<file path="src/rtl/dsw_pkg.sv">
// Shared types for the delay-sweep edge finder.
package dsw_pkg;
    // Sequencer phases of one delay step.
    typedef enum logic [2:0] {
        ST_IDLE,
        ST_PRST,
        ST_CRST,
        ST_SCAN,
        ST_WAIT
    } seq_st_t;

    // Tracked strobe level; high is never stored, it either forms an edge or resets.
    typedef enum logic {
        LV_UNKNOWN,
        LV_LOW
    } lvl_t;
endpackage

</file>
<file path="src/rtl/dsw_win_timer.sv">
// Measurement window timer. It is loaded one cycle before the window opens.
// While run is high it counts down, and it flags the last window cycle.
// Assumes WIN_CYC >= 1.
module dsw_win_timer #(
    parameter int WIN_CYC = 8
) (
    input  logic clk,
    input  logic rst_n,
    input  logic load,
    input  logic run,
    output logic expire
);
    localparam int TW = (WIN_CYC < 2) ? 1 : $clog2(WIN_CYC);

    logic [TW-1:0] cnt_q;

    // Load remaining cycles, then count down while the window is open.
    always_ff @(posedge clk) begin
        if (!rst_n) begin
            cnt_q <= '0;
        end else if (load) begin
            cnt_q <= TW'(WIN_CYC - 1);
        end else if (run && cnt_q != '0) begin
            cnt_q <= cnt_q - 1'b1;
        end
    end

    assign expire = run && (cnt_q == '0);
endmodule

</file>
<file path="src/rtl/dsw_level_cls.sv">
// Level classifier. It reads high unless the high count is below half the total.
// Pure combinational logic; assumes unsigned counts.
module dsw_level_cls #(
    parameter int CNT_W = 16
) (
    input  logic [CNT_W-1:0] samp_cnt,
    input  logic [CNT_W-1:0] high_cnt,
    output logic             is_high
);
    logic [CNT_W-1:0] half;

    // Threshold is the total count shifted right by one.
    always_comb begin
        half    = samp_cnt >> 1;
        is_high = !(high_cnt < half);
    end
endmodule

</file>
<file path="src/rtl/dsw_edge_track.sv">
// Level tracker and edge qualifier. It reports an accepted low-to-high change.
// An edge that fails the reference check is dropped, and every high reading
// returns the tracker to unknown. Assumes upd is a single-cycle strobe.
module dsw_edge_track
    import dsw_pkg::*;
#(
    parameter int DLY_W = 9
) (
    input  logic             clk,
    input  logic             rst_n,
    input  logic             clr,
    input  logic             upd,
    input  logic             is_high,
    input  logic [DLY_W-1:0] dly,
    input  logic             ref_en,
    input  logic [DLY_W-1:0] ref_dly,
    output logic             hit
);
    lvl_t lvl_q;
    logic accept;

    // Candidate passes when checking is off or it lies beyond the reference.
    always_comb begin
        accept = !ref_en || (dly > ref_dly);
        hit    = upd && is_high && (lvl_q == LV_LOW) && accept;
    end

    // Low readings arm the tracker, high readings always disarm it.
    always_ff @(posedge clk) begin
        if (!rst_n) begin
            lvl_q <= LV_UNKNOWN;
        end else if (clr) begin
            lvl_q <= LV_UNKNOWN;
        end else if (upd) begin
            lvl_q <= is_high ? LV_UNKNOWN : LV_LOW;
        end
    end

    // after any high reading the tracker cannot still be armed.
    assert_high_disarms_R5: assert property (@(posedge clk) disable iff (!rst_n)
        (upd && is_high && !clr) |=> (lvl_q == LV_UNKNOWN));

    // a new sweep always starts from unknown.
    assert_clear_unknown_R5: assert property (@(posedge clk) disable iff (!rst_n)
        clr |=> (lvl_q == LV_UNKNOWN));
endmodule

</file>
<file path="src/rtl/dsw_seq.sv">
// Step sequencer. It holds the delay code, drives the reset and window strobes,
// waits for counts and ends the sweep on an accepted edge or on the last code.
// Assumes cnt_valid arrives some time after scan_en falls.
module dsw_seq
    import dsw_pkg::*;
#(
    parameter int DLY_W = 9
) (
    input  logic             clk,
    input  logic             rst_n,
    input  logic             start,
    input  logic             ref_chk_en,
    input  logic [DLY_W-1:0] ref_dly,
    input  logic             cnt_valid,
    input  logic             win_expire,
    input  logic             hit,
    output logic             path_rst,
    output logic             cnt_rst,
    output logic             scan_en,
    output logic             win_load,
    output logic             upd,
    output logic             clr,
    output logic             ref_en_q,
    output logic [DLY_W-1:0] ref_q,
    output logic [DLY_W-1:0] dly_code,
    output logic [DLY_W-1:0] edge_delay,
    output logic             done,
    output logic             fail
);
    localparam logic [DLY_W-1:0] LAST_CODE = '1;

    seq_st_t          st_q;
    logic [DLY_W-1:0] dly_q;
    logic [DLY_W-1:0] edge_q;
    logic             done_q;
    logic             fail_q;

    // Decode phase strobes and tracker controls from the state.
    always_comb begin
        path_rst = (st_q == ST_PRST);
        cnt_rst  = (st_q == ST_CRST);
        scan_en  = (st_q == ST_SCAN);
        win_load = (st_q == ST_CRST);
        upd      = (st_q == ST_WAIT) && cnt_valid;
        clr      = (st_q == ST_IDLE) && start;
    end

    // Advance through the phases of each step and close the sweep.
    always_ff @(posedge clk) begin
        if (!rst_n) begin
            st_q     <= ST_IDLE;
            dly_q    <= '0;
            edge_q   <= '0;
            done_q   <= 1'b0;
            fail_q   <= 1'b0;
            ref_en_q <= 1'b0;
            ref_q    <= '0;
        end else begin
            done_q <= 1'b0;
            case (st_q)
                ST_IDLE: begin
                    if (start) begin
                        dly_q    <= '0;
                        ref_en_q <= ref_chk_en;
                        ref_q    <= ref_dly;
                        st_q     <= ST_PRST;
                    end
                end
                ST_PRST: st_q <= ST_CRST;
                ST_CRST: st_q <= ST_SCAN;
                ST_SCAN: begin
                    if (win_expire) begin
                        st_q <= ST_WAIT;
                    end
                end
                ST_WAIT: begin
                    if (cnt_valid) begin
                        if (hit) begin
                            done_q <= 1'b1;
                            fail_q <= 1'b0;
                            edge_q <= dly_q;
                            st_q   <= ST_IDLE;
                        end else if (dly_q == LAST_CODE) begin
                            done_q <= 1'b1;
                            fail_q <= 1'b1;
                            edge_q <= '0;
                            st_q   <= ST_IDLE;
                        end else begin
                            dly_q <= dly_q + 1'b1;
                            st_q  <= ST_PRST;
                        end
                    end
                end
                default: st_q <= ST_IDLE;
            endcase
        end
    end

    assign dly_code   = dly_q;
    assign edge_delay = edge_q;
    assign done       = done_q;
    assign fail       = fail_q;

    // inside a sweep the code holds or moves up by one.
    assert_code_step_R1: assert property (@(posedge clk) disable iff (!rst_n)
        (st_q != ST_IDLE && $past(st_q) != ST_IDLE) |->
        (dly_q == $past(dly_q) || dly_q == $past(dly_q) + 1'b1));

    // counter reset always follows the path reset.
    assert_cnt_after_path_R2: assert property (@(posedge clk) disable iff (!rst_n)
        cnt_rst |-> $past(path_rst));

    // the window opens only right after the counter reset.
    assert_win_after_cnt_R2: assert property (@(posedge clk) disable iff (!rst_n)
        $rose(scan_en) |-> $past(cnt_rst));

    // completion is a one-cycle pulse.
    assert_done_pulse_R9: assert property (@(posedge clk) disable iff (!rst_n)
        done |=> !done);

    // failure is only reported after the last code.
    assert_fail_last_R8: assert property (@(posedge clk) disable iff (!rst_n)
        (done && fail) |-> (dly_q == LAST_CODE));
endmodule

</file>
<file path="src/rtl/dly_edge_sweep.sv">
// Top of the delay-sweep edge finder. It joins the sequencer, window timer,
// level classifier and tracker. Assumes the counts are stable while cnt_valid is high.
module dly_edge_sweep #(
    parameter int DLY_W   = 9,
    parameter int CNT_W   = 16,
    parameter int WIN_CYC = 8
) (
    input  logic             clk,
    input  logic             rst_n,
    input  logic             start,
    input  logic             ref_chk_en,
    input  logic [DLY_W-1:0] ref_dly,
    output logic [DLY_W-1:0] dly_code,
    output logic             path_rst,
    output logic             cnt_rst,
    output logic             scan_en,
    input  logic [CNT_W-1:0] samp_cnt,
    input  logic [CNT_W-1:0] high_cnt,
    input  logic             cnt_valid,
    output logic [DLY_W-1:0] edge_delay,
    output logic             done,
    output logic             fail
);
    logic             win_load;
    logic             win_expire;
    logic             upd;
    logic             clr;
    logic             is_high;
    logic             hit;
    logic             ref_en_q;
    logic [DLY_W-1:0] ref_q;

    dsw_seq #(.DLY_W(DLY_W)) u_seq (
        .clk        (clk),
        .rst_n      (rst_n),
        .start      (start),
        .ref_chk_en (ref_chk_en),
        .ref_dly    (ref_dly),
        .cnt_valid  (cnt_valid),
        .win_expire (win_expire),
        .hit        (hit),
        .path_rst   (path_rst),
        .cnt_rst    (cnt_rst),
        .scan_en    (scan_en),
        .win_load   (win_load),
        .upd        (upd),
        .clr        (clr),
        .ref_en_q   (ref_en_q),
        .ref_q      (ref_q),
        .dly_code   (dly_code),
        .edge_delay (edge_delay),
        .done       (done),
        .fail       (fail)
    );

    dsw_win_timer #(.WIN_CYC(WIN_CYC)) u_timer (
        .clk    (clk),
        .rst_n  (rst_n),
        .load   (win_load),
        .run    (scan_en),
        .expire (win_expire)
    );

    dsw_level_cls #(.CNT_W(CNT_W)) u_cls (
        .samp_cnt (samp_cnt),
        .high_cnt (high_cnt),
        .is_high  (is_high)
    );

    dsw_edge_track #(.DLY_W(DLY_W)) u_track (
        .clk     (clk),
        .rst_n   (rst_n),
        .clr     (clr),
        .upd     (upd),
        .is_high (is_high),
        .dly     (dly_code),
        .ref_en  (ref_en_q),
        .ref_dly (ref_q),
        .hit     (hit)
    );

    // an accepted edge under reference checking lies above the reference.
    assert_edge_above_ref_R7: assert property (@(posedge clk) disable iff (!rst_n)
        (done && !fail && ref_en_q) |-> (edge_delay > ref_q));

    // a successful sweep reports the code of its final step.
    assert_edge_is_code_R6: assert property (@(posedge clk) disable iff (!rst_n)
        (done && !fail) |-> (edge_delay == dly_code));
endmodule

</file>
<file path="config.mk">
export PLATFORM = sky130hd
export DESIGN_NAME = dly_edge_sweep
export DESIGN_NICKNAME = d
export VERILOG_FILES = /design/src/rtl/dsw_pkg.sv /design/src/rtl/dsw_win_timer.sv /design/src/rtl/dsw_level_cls.sv /design/src/rtl/dsw_edge_track.sv /design/src/rtl/dsw_seq.sv /design/src/rtl/dly_edge_sweep.sv
export SDC_FILE = /design/constraint.sdc
export NUM_CORES = 1
export LEC_CHECK = 0
export ABC_AREA = 1
export BUFFER_PORTS_ARGS = -buffer_cell sky130_fd_sc_hd__buf_4
export CORE_AREA = 8 8 75 77
export CTS_BUF_LIST = sky130_fd_sc_hd__clkbuf_16
export DETAILED_ROUTE_END_ITERATION = 6
export DIE_AREA = 0 0 83 85
export PLACE_DENSITY = 0.88
export SYNTH_ARGS = -nofsm -noshare
export SYNTH_HDL_FRONTEND = slang
export SYNTH_HIERARCHICAL = 1
export SYNTH_SLANG_ARGS = --single-unit
</file>
<file path="constraint.sdc">
create_clock -name clk -period 3.95 [get_ports clk]
set_input_delay 0.79 -clock clk [delete_from_list [all_inputs] [get_ports clk]]
set_output_delay 0.79 -clock clk [all_outputs]
set_load 0.1 [all_outputs]
</file>
======== After elaboration in Yosys (flattened, before gate mapping) ========
Index checks and enable logic that the tools add are counted.
operators by class
  muxes and demuxes ....................... 20
  add/subtract/negate cells ............... 2
  magnitude comparators ................... 2
  bitwise logic cells ..................... 1
  equal/unequal tests ..................... 10
  reductions and logical operators ........ 22
operators by type and width
  kind                                                  count
  two-way mux 9 bit                                     6
  two-way mux 3 bit                                     6
  case mux 9 bit (2 select lines)                       1
  < comparator 16 x 15 -> 1 bit                         1
  case mux 3 bit (5 select lines)                       1
  inequality test 2 bit (second input constant)         5
  adder 9 x 1 -> 9 bit (second input constant)          1
  equality test 9 bit (second input constant)           1
  greater-than comparator 9 bit                         1
  AND reduction 3 bit                                   3
  logical AND 1 bit                                     7
  equality test 3 x 2 -> 1 bit (second input constant)  2
  logical NOT 3 bit                                     2
  two-way mux 1 bit                                     6
  nonzero test 2 bit                                    3
  AND reduction 5 bit                                   1
  equality test 3 x 1 -> 1 bit (second input constant)  1
  equality test 3 bit (second input constant)           1
  nonzero test 3 bit                                    1
  subtractor 3 x 1 -> 3 bit (second input constant)     1
  logical NOT 1 bit                                     2
  AND reduction 2 bit                                   1
  OR reduction 2 bit                                    1
  logical OR 1 bit                                      1
  NOT 1 bit                                             1
word-level totals
  word-level logic and storage cells ...... 66
  output and inout port bits .............. 23
  bits in registers ....................... 37

======== Logic depth before layout (Yosys ltp) ========
  word-level depth ........................ 8
  mapped depth ............................ 19
  gate-level depth less buffers ........... 19

======== Hierarchy ========
Netlist, hierarchy kept.
modules (own cells, without submodules)
  module          cells each  times used  area each (um^2)
  dsw_seq         208         1           1478.9
  dsw_level_cls   64          1           387.9
  dsw_edge_track  48          1           307.8
  dsw_win_timer   31          1           196.4

======== Least setup slack after synthesis ========
Ideal clock, no wire load.
  path kind ............................... reg-to-output
  start point ............................. reg u_seq.st_q[0]
  end point ............................... out path_rst
  path slack .............................. 0.633 ns
  arrival ................................. 2.527 ns
  cell stages (with the launch flop) ...... 3
  buffers on the path ..................... 0
  path through ............................ dfxtp_1 -> inv_1 -> nor3_1
between the ends
  cells in the longest elaborated chain, start to end .. 1
ends and longest elaborated chain
  element                       line                  RTL
  start, declared               dsw_seq.sv:32         seq_st_t st_q;
  start signal, assigned        dsw_seq.sv:51         st_q <= ST_IDLE;
  start signal, assigned        dsw_seq.sv:66         st_q <= ST_PRST;
  start signal, assigned        dsw_seq.sv:69         ST_PRST: st_q <= ST_CRST;
  equality test 3 x 1 -> 1 bit  dsw_seq.sv:40         path_rst = (st_q == ST_PRST);
  end, declared                 dly_edge_sweep.sv:14  output logic path_rst,
No other way between the ends.

======== Worst setup path in the final report ========
  start point ............................. in samp_cnt[6]
  end point ............................... reg u_seq.dly_q[4] (netlist: u_seq/dly_code[4])
between the ends
  cells in the longest elaborated chain, start to end .. 7
ends and longest elaborated chain
  element                          line                  RTL
  start, declared                  dly_edge_sweep.sv:17  input logic [CNT_W-1:0] samp_cnt,
  < comparator 16 x 15 -> 1 bit    dsw_level_cls.sv:15   is_high = !(high_cnt < half);
  logical NOT 1 bit                dsw_level_cls.sv:15
  named net is_high                dly_edge_sweep.sv:28  logic is_high;
  logical AND 1 bit (3 in a row)   dsw_edge_track.sv:25  hit = upd && is_high && (lvl_q == LV_LOW) && accept;
  named net hit                    dly_edge_sweep.sv:29  logic hit;
  inequality test 2 bit (no line)  -
  AND reduction 5 bit (no line)    -
  end signal, assigned             dsw_seq.sv:89         dly_q <= dly_q + 1'b1;
  end, declared                    dsw_seq.sv:33         logic [DLY_W-1:0] dly_q;
The timed path passes the listed nets, and every way through them passes these cells.
A chain may end at the register's enable or synchronous reset.

==> load_flow_metrics.sql <==
INSERT INTO impl_metrics (metric_group, metric, value, unit) VALUES
('hold_path', 'worst_hold_path_type', 'reg2reg', ''),
('setup_path', 'rr_endpoint', 'u_seq/dly_code[4]', ''),
('cts', 'clk_pin_slew', '0.05', 'ns'),
('setup_path', 'start_to_end_type_of_the_worst_setup_path', 'in2reg', ''),
('timing', 'timing_worst_slew_pin_value', '0.752', 'ns'),
('detailed_routing', 'post_drt_wl_per_cell', '12.2', 'microns'),
('power_and_ir_drop', 'switching_power', '507', 'uW'),
('layout', 'mostFrequentLayoutCell', 'nand2_1', ''),
('grt', 'grt.total_usage', '16.1', '%'),
('cts', 'cts.sink_count', '37', ''),
('grt', 'grt_pass1_vias', '2348', ''),
('timing', 'finalHoldViolations', '0', ''),
('cts', 'cts_hold_repair_buffers', '0', ''),
('power_and_ir_drop', 'seqPwrFrac', '33.9', '%'),
('power_and_ir_drop', 'power_per_cell_area', '426', 'nW/um^2'),
('detailed_routing', 'drcViolationCount', '0', ''),
('synthesis', 'post_synth_inst_count', '351', ''),
('layout', 'layout.cell_area.non_filler', '3040', 'sq um'),
('synthesis', 'seq_area_frac_synth', '31.2', '%'),
('cts', 'worstSkewPairLatency', '0.28', 'ns'),
('cts', 'postCtsSetupRepairBufs', '0', ''),
('floorplanning', 'floorplan.initialDensity', '52.3', '%'),
('timing', 'setup_repair_after_global_routing_missed_its_margin', 'false', ''),
('timing', 'max_freq', '402', 'MHz'),
('placed_design', 'placement.setup.worst_slack', '1.20', 'ns'),
('synthesis', 'synthesis.area', '2370', 'sq um'),
('synthesis', 'ys_seq_elements', '37', ''),
('grt', 'grt_start_max_net_pins', '24', ''),
('cts', 'post_cts_resized', '0', ''),
('layout', 'antennaDiodeCount', '0', ''),
('placed_design', 'gpl.final_weighted_congestion', '0.860', ''),
('timing', 'fin_skew', '0.00174', 'ns'),
('synthesis', 'yosys_warnings', '6', ''),
('detailed_routing', 'routed_wl', '5.77', 'mm'),
('hold_path', 'hold_path_depth', '2', ''),
('floorplanning', 'core.rowCount', '25', ''),
('floorplanning', 'floorplan.die_area', '7060', 'sq um'),
('power_and_ir_drop', 'leakage', '0.00157', 'uW'),
('cts', 'tritoncts', 'yes', ''),
('setup_path', 'setup.worst_path.start_class', 'input port', ''),
('setup_path', 'timing.critical_path.to_type', 'flop', ''),
('floorplanning', 'die_y', '85', 'microns'),
('power_and_ir_drop', 'combPwrFrac', '36.8', '%'),
('timing', 'slew_headroom', '49.8', '%'),
('setup_path', 'critical_path_peak_fanout', '6', ''),
('detailed_routing', 'routed_via_density', '5.09', ''),
('cts', 'cts_max_path_buffers', '2', ''),
('cts', 'cts.root.buffer_cell', 'clkbuf_16', ''),
('timing', 'final_period_minus_worst_setup_slack', '2.49', 'ns'),
('synthesis', 'synth.avg_cell_area', '6.76', 'sq um'),
('setup_path', 'reg2reg_from', 'u_seq/dly_code[7]', ''),
('run', 'max_cap_violations', '0', ''),
('hold_path', 'holdCritStartpoint', 'u_seq/ref_q[1]', ''),
('layout', 'fill_cells', '393', ''),
('grt', 'grt_first_pass_wirelength', '9.69', 'mm'),
('layout', 'layout.cells.most_common_list', 'nand2_1, buf_4, inv_1', ''),
('layout', 'syn2layout_area_growth', '28.2', '%'),
('power_and_ir_drop', 'totalPowerFinal', '1300', 'uW'),
('power_and_ir_drop', 'power_switching_share', '39.1', '%'),
('placed_design', 'dpl-instance-area', '2900', 'sq um'),
('timing', 'setup_viol_count_final', '0', ''),
('timing', 'layout_worst_path_cycle_share', '63.0', '%'),
('run_status', 'status', 'finished clean', ''),
('power_and_ir_drop', 'clock_network_fraction_of_design_power', '29.3', '%'),
('placed_design', 'detailed_placer_s_ending_hpwl', '4.47', 'mm'),
('hold_path', 'hold_end', 'u_seq/ref_q[1]', ''),
('setup_path', 'regToRegSetupSlack', '1.62', 'ns'),
('timing', 'post-route-worst-setup-slack', '1.46', 'ns'),
('detailed_routing', 'detail_route.first_pass.iterations', '4', ''),
('power_and_ir_drop', 'p_int', '789', 'uW'),
('floorplanning', 'core-area', '4540', 'sq um');
-- layout make-up --
cell class | count | area [sq um] | share of cell area [%]
multi-input combinational | 249 | 1370 | 44.9
timing repair buffer | 67 | 503 | 16.5
tap | 54 | 67.6 | 2.22
inverter | 58 | 220 | 7.24
sequential | 37 | 741 | 24.4
clock buffer | 5 | 125 | 4.12
clock inverter | 3 | 17.5 | 0.576
-- synthesized netlist by cell type --
library cell	n	area share [%]
a21o_1	1	0.32
a21oi_1	30	6.3
a21oi_2	2	0.74
a21oi_4	1	0.69
a31oi_1	1	0.26
buf_2	2	0.42
buf_4	2	0.63
buf_6	1	0.47
clkbuf_1	2	0.32
dfxtp_1	37	31
ha_1	27	14
inv_1	53	8.4
inv_2	4	0.63
inv_4	1	0.26
nand2_1	103	16
nand2_2	7	1.8
nand2_4	1	0.47
nand3_1	13	2.7
nand3_2	2	0.84
nand3b_1	1	0.32
nand4_1	3	0.79
nor2_1	42	6.6
nor2_4	2	0.95
nor2_8	1	0.84
nor3_1	3	0.63
nor3_2	3	1.3
nor3b_1	1	0.32
o21ai_0	4	0.84
o21ai_1	1	0.21
-- layer usage --
layer	up-vias	routed length [microns]	global-route usage, %
met5	-	0	0
met4	0	87	6.39
met3	10	443	6.03
met2	76	2930	29.3
met1	1095	2310	16.2
li1	1227	-	-
-- worst max-delay path by stage --
stage	to	slack, ns
2_1_floorplan	path_rst	0.63
3_5_place_dp	u_seq/edge_delay[6]	1.20
3_3_place_gp	u_seq/edge_delay[8]	1.26
5_1_grt	u_seq/edge_delay[2]	1.22
4_1_cts	u_seq/dly_code[5]	1.47
6_report	u_seq/dly_code[4]	1.46
-- per-stage QoR --
| stage | utilization, % | hold WS [ns] |
|---|---|---|
| after detailed placement | 63.9 | 0.458 |
| after global placement | 63.9 | 0.453 |
| after floorplan | - | 0.444 |
| after CTS | 67.0 | 0.467 |
| after global routing | 67.0 | 0.483 |
| final | 67.0 | 0.465 |
-- worst max-delay path: stages --
cell and delay, ns:
buf_4 0.08, inv_1 0.03, ha_1 0.30, a21oi_1 0.14, nor2_1 0.06, nor3_2 0.09, nand2_1 0.07, nand2_1 0.06
nand2_1 0.06, nand3_1 0.10, a21oi_2 0.05, nor2_1 0.15, nand2_1 0.16, nand2_1 0.18, nand2_2 0.12, o21ai_0 0.17
nor2_1 0.07
-- state kept, by name, indices dropped and copies added, names as in the netlist --
name              cells
u_seq/st_q            3
u_seq/edge_delay      9
u_seq/ref_en_q        1
u_track/lvl_q         1
u_seq/done            1
u_seq/dly_code        9
u_seq/ref_q           9
u_seq/fail            1
u_timer/cnt_q         3
-- power groups by stage --
stage	sequential [uW]	combinational, uW	clock, uW
2_1_floorplan	494	309	0
3_3_place_gp	446	449	0
3_5_place_dp	447	466	0
4_1_cts	439	477	388
5_1_grt	445	524	405
6_report	440	476	380
-- cell families (layout without fill, tap and decap cells) --
family / after synthesis / in the layout / synth area share (%)
AO/OA/AOI/OAI: 40 / 40 / 9.39
adder cells (fa/ha/maj): 27 / 27 / 14.2
buffers and inverters: 65 / 133 / 11.1
flip-flops: 37 / 37 / 31.2
AND/OR/NAND/NOR: 182 / 182 / 34.0
Power figures use the tool's default switching activity.
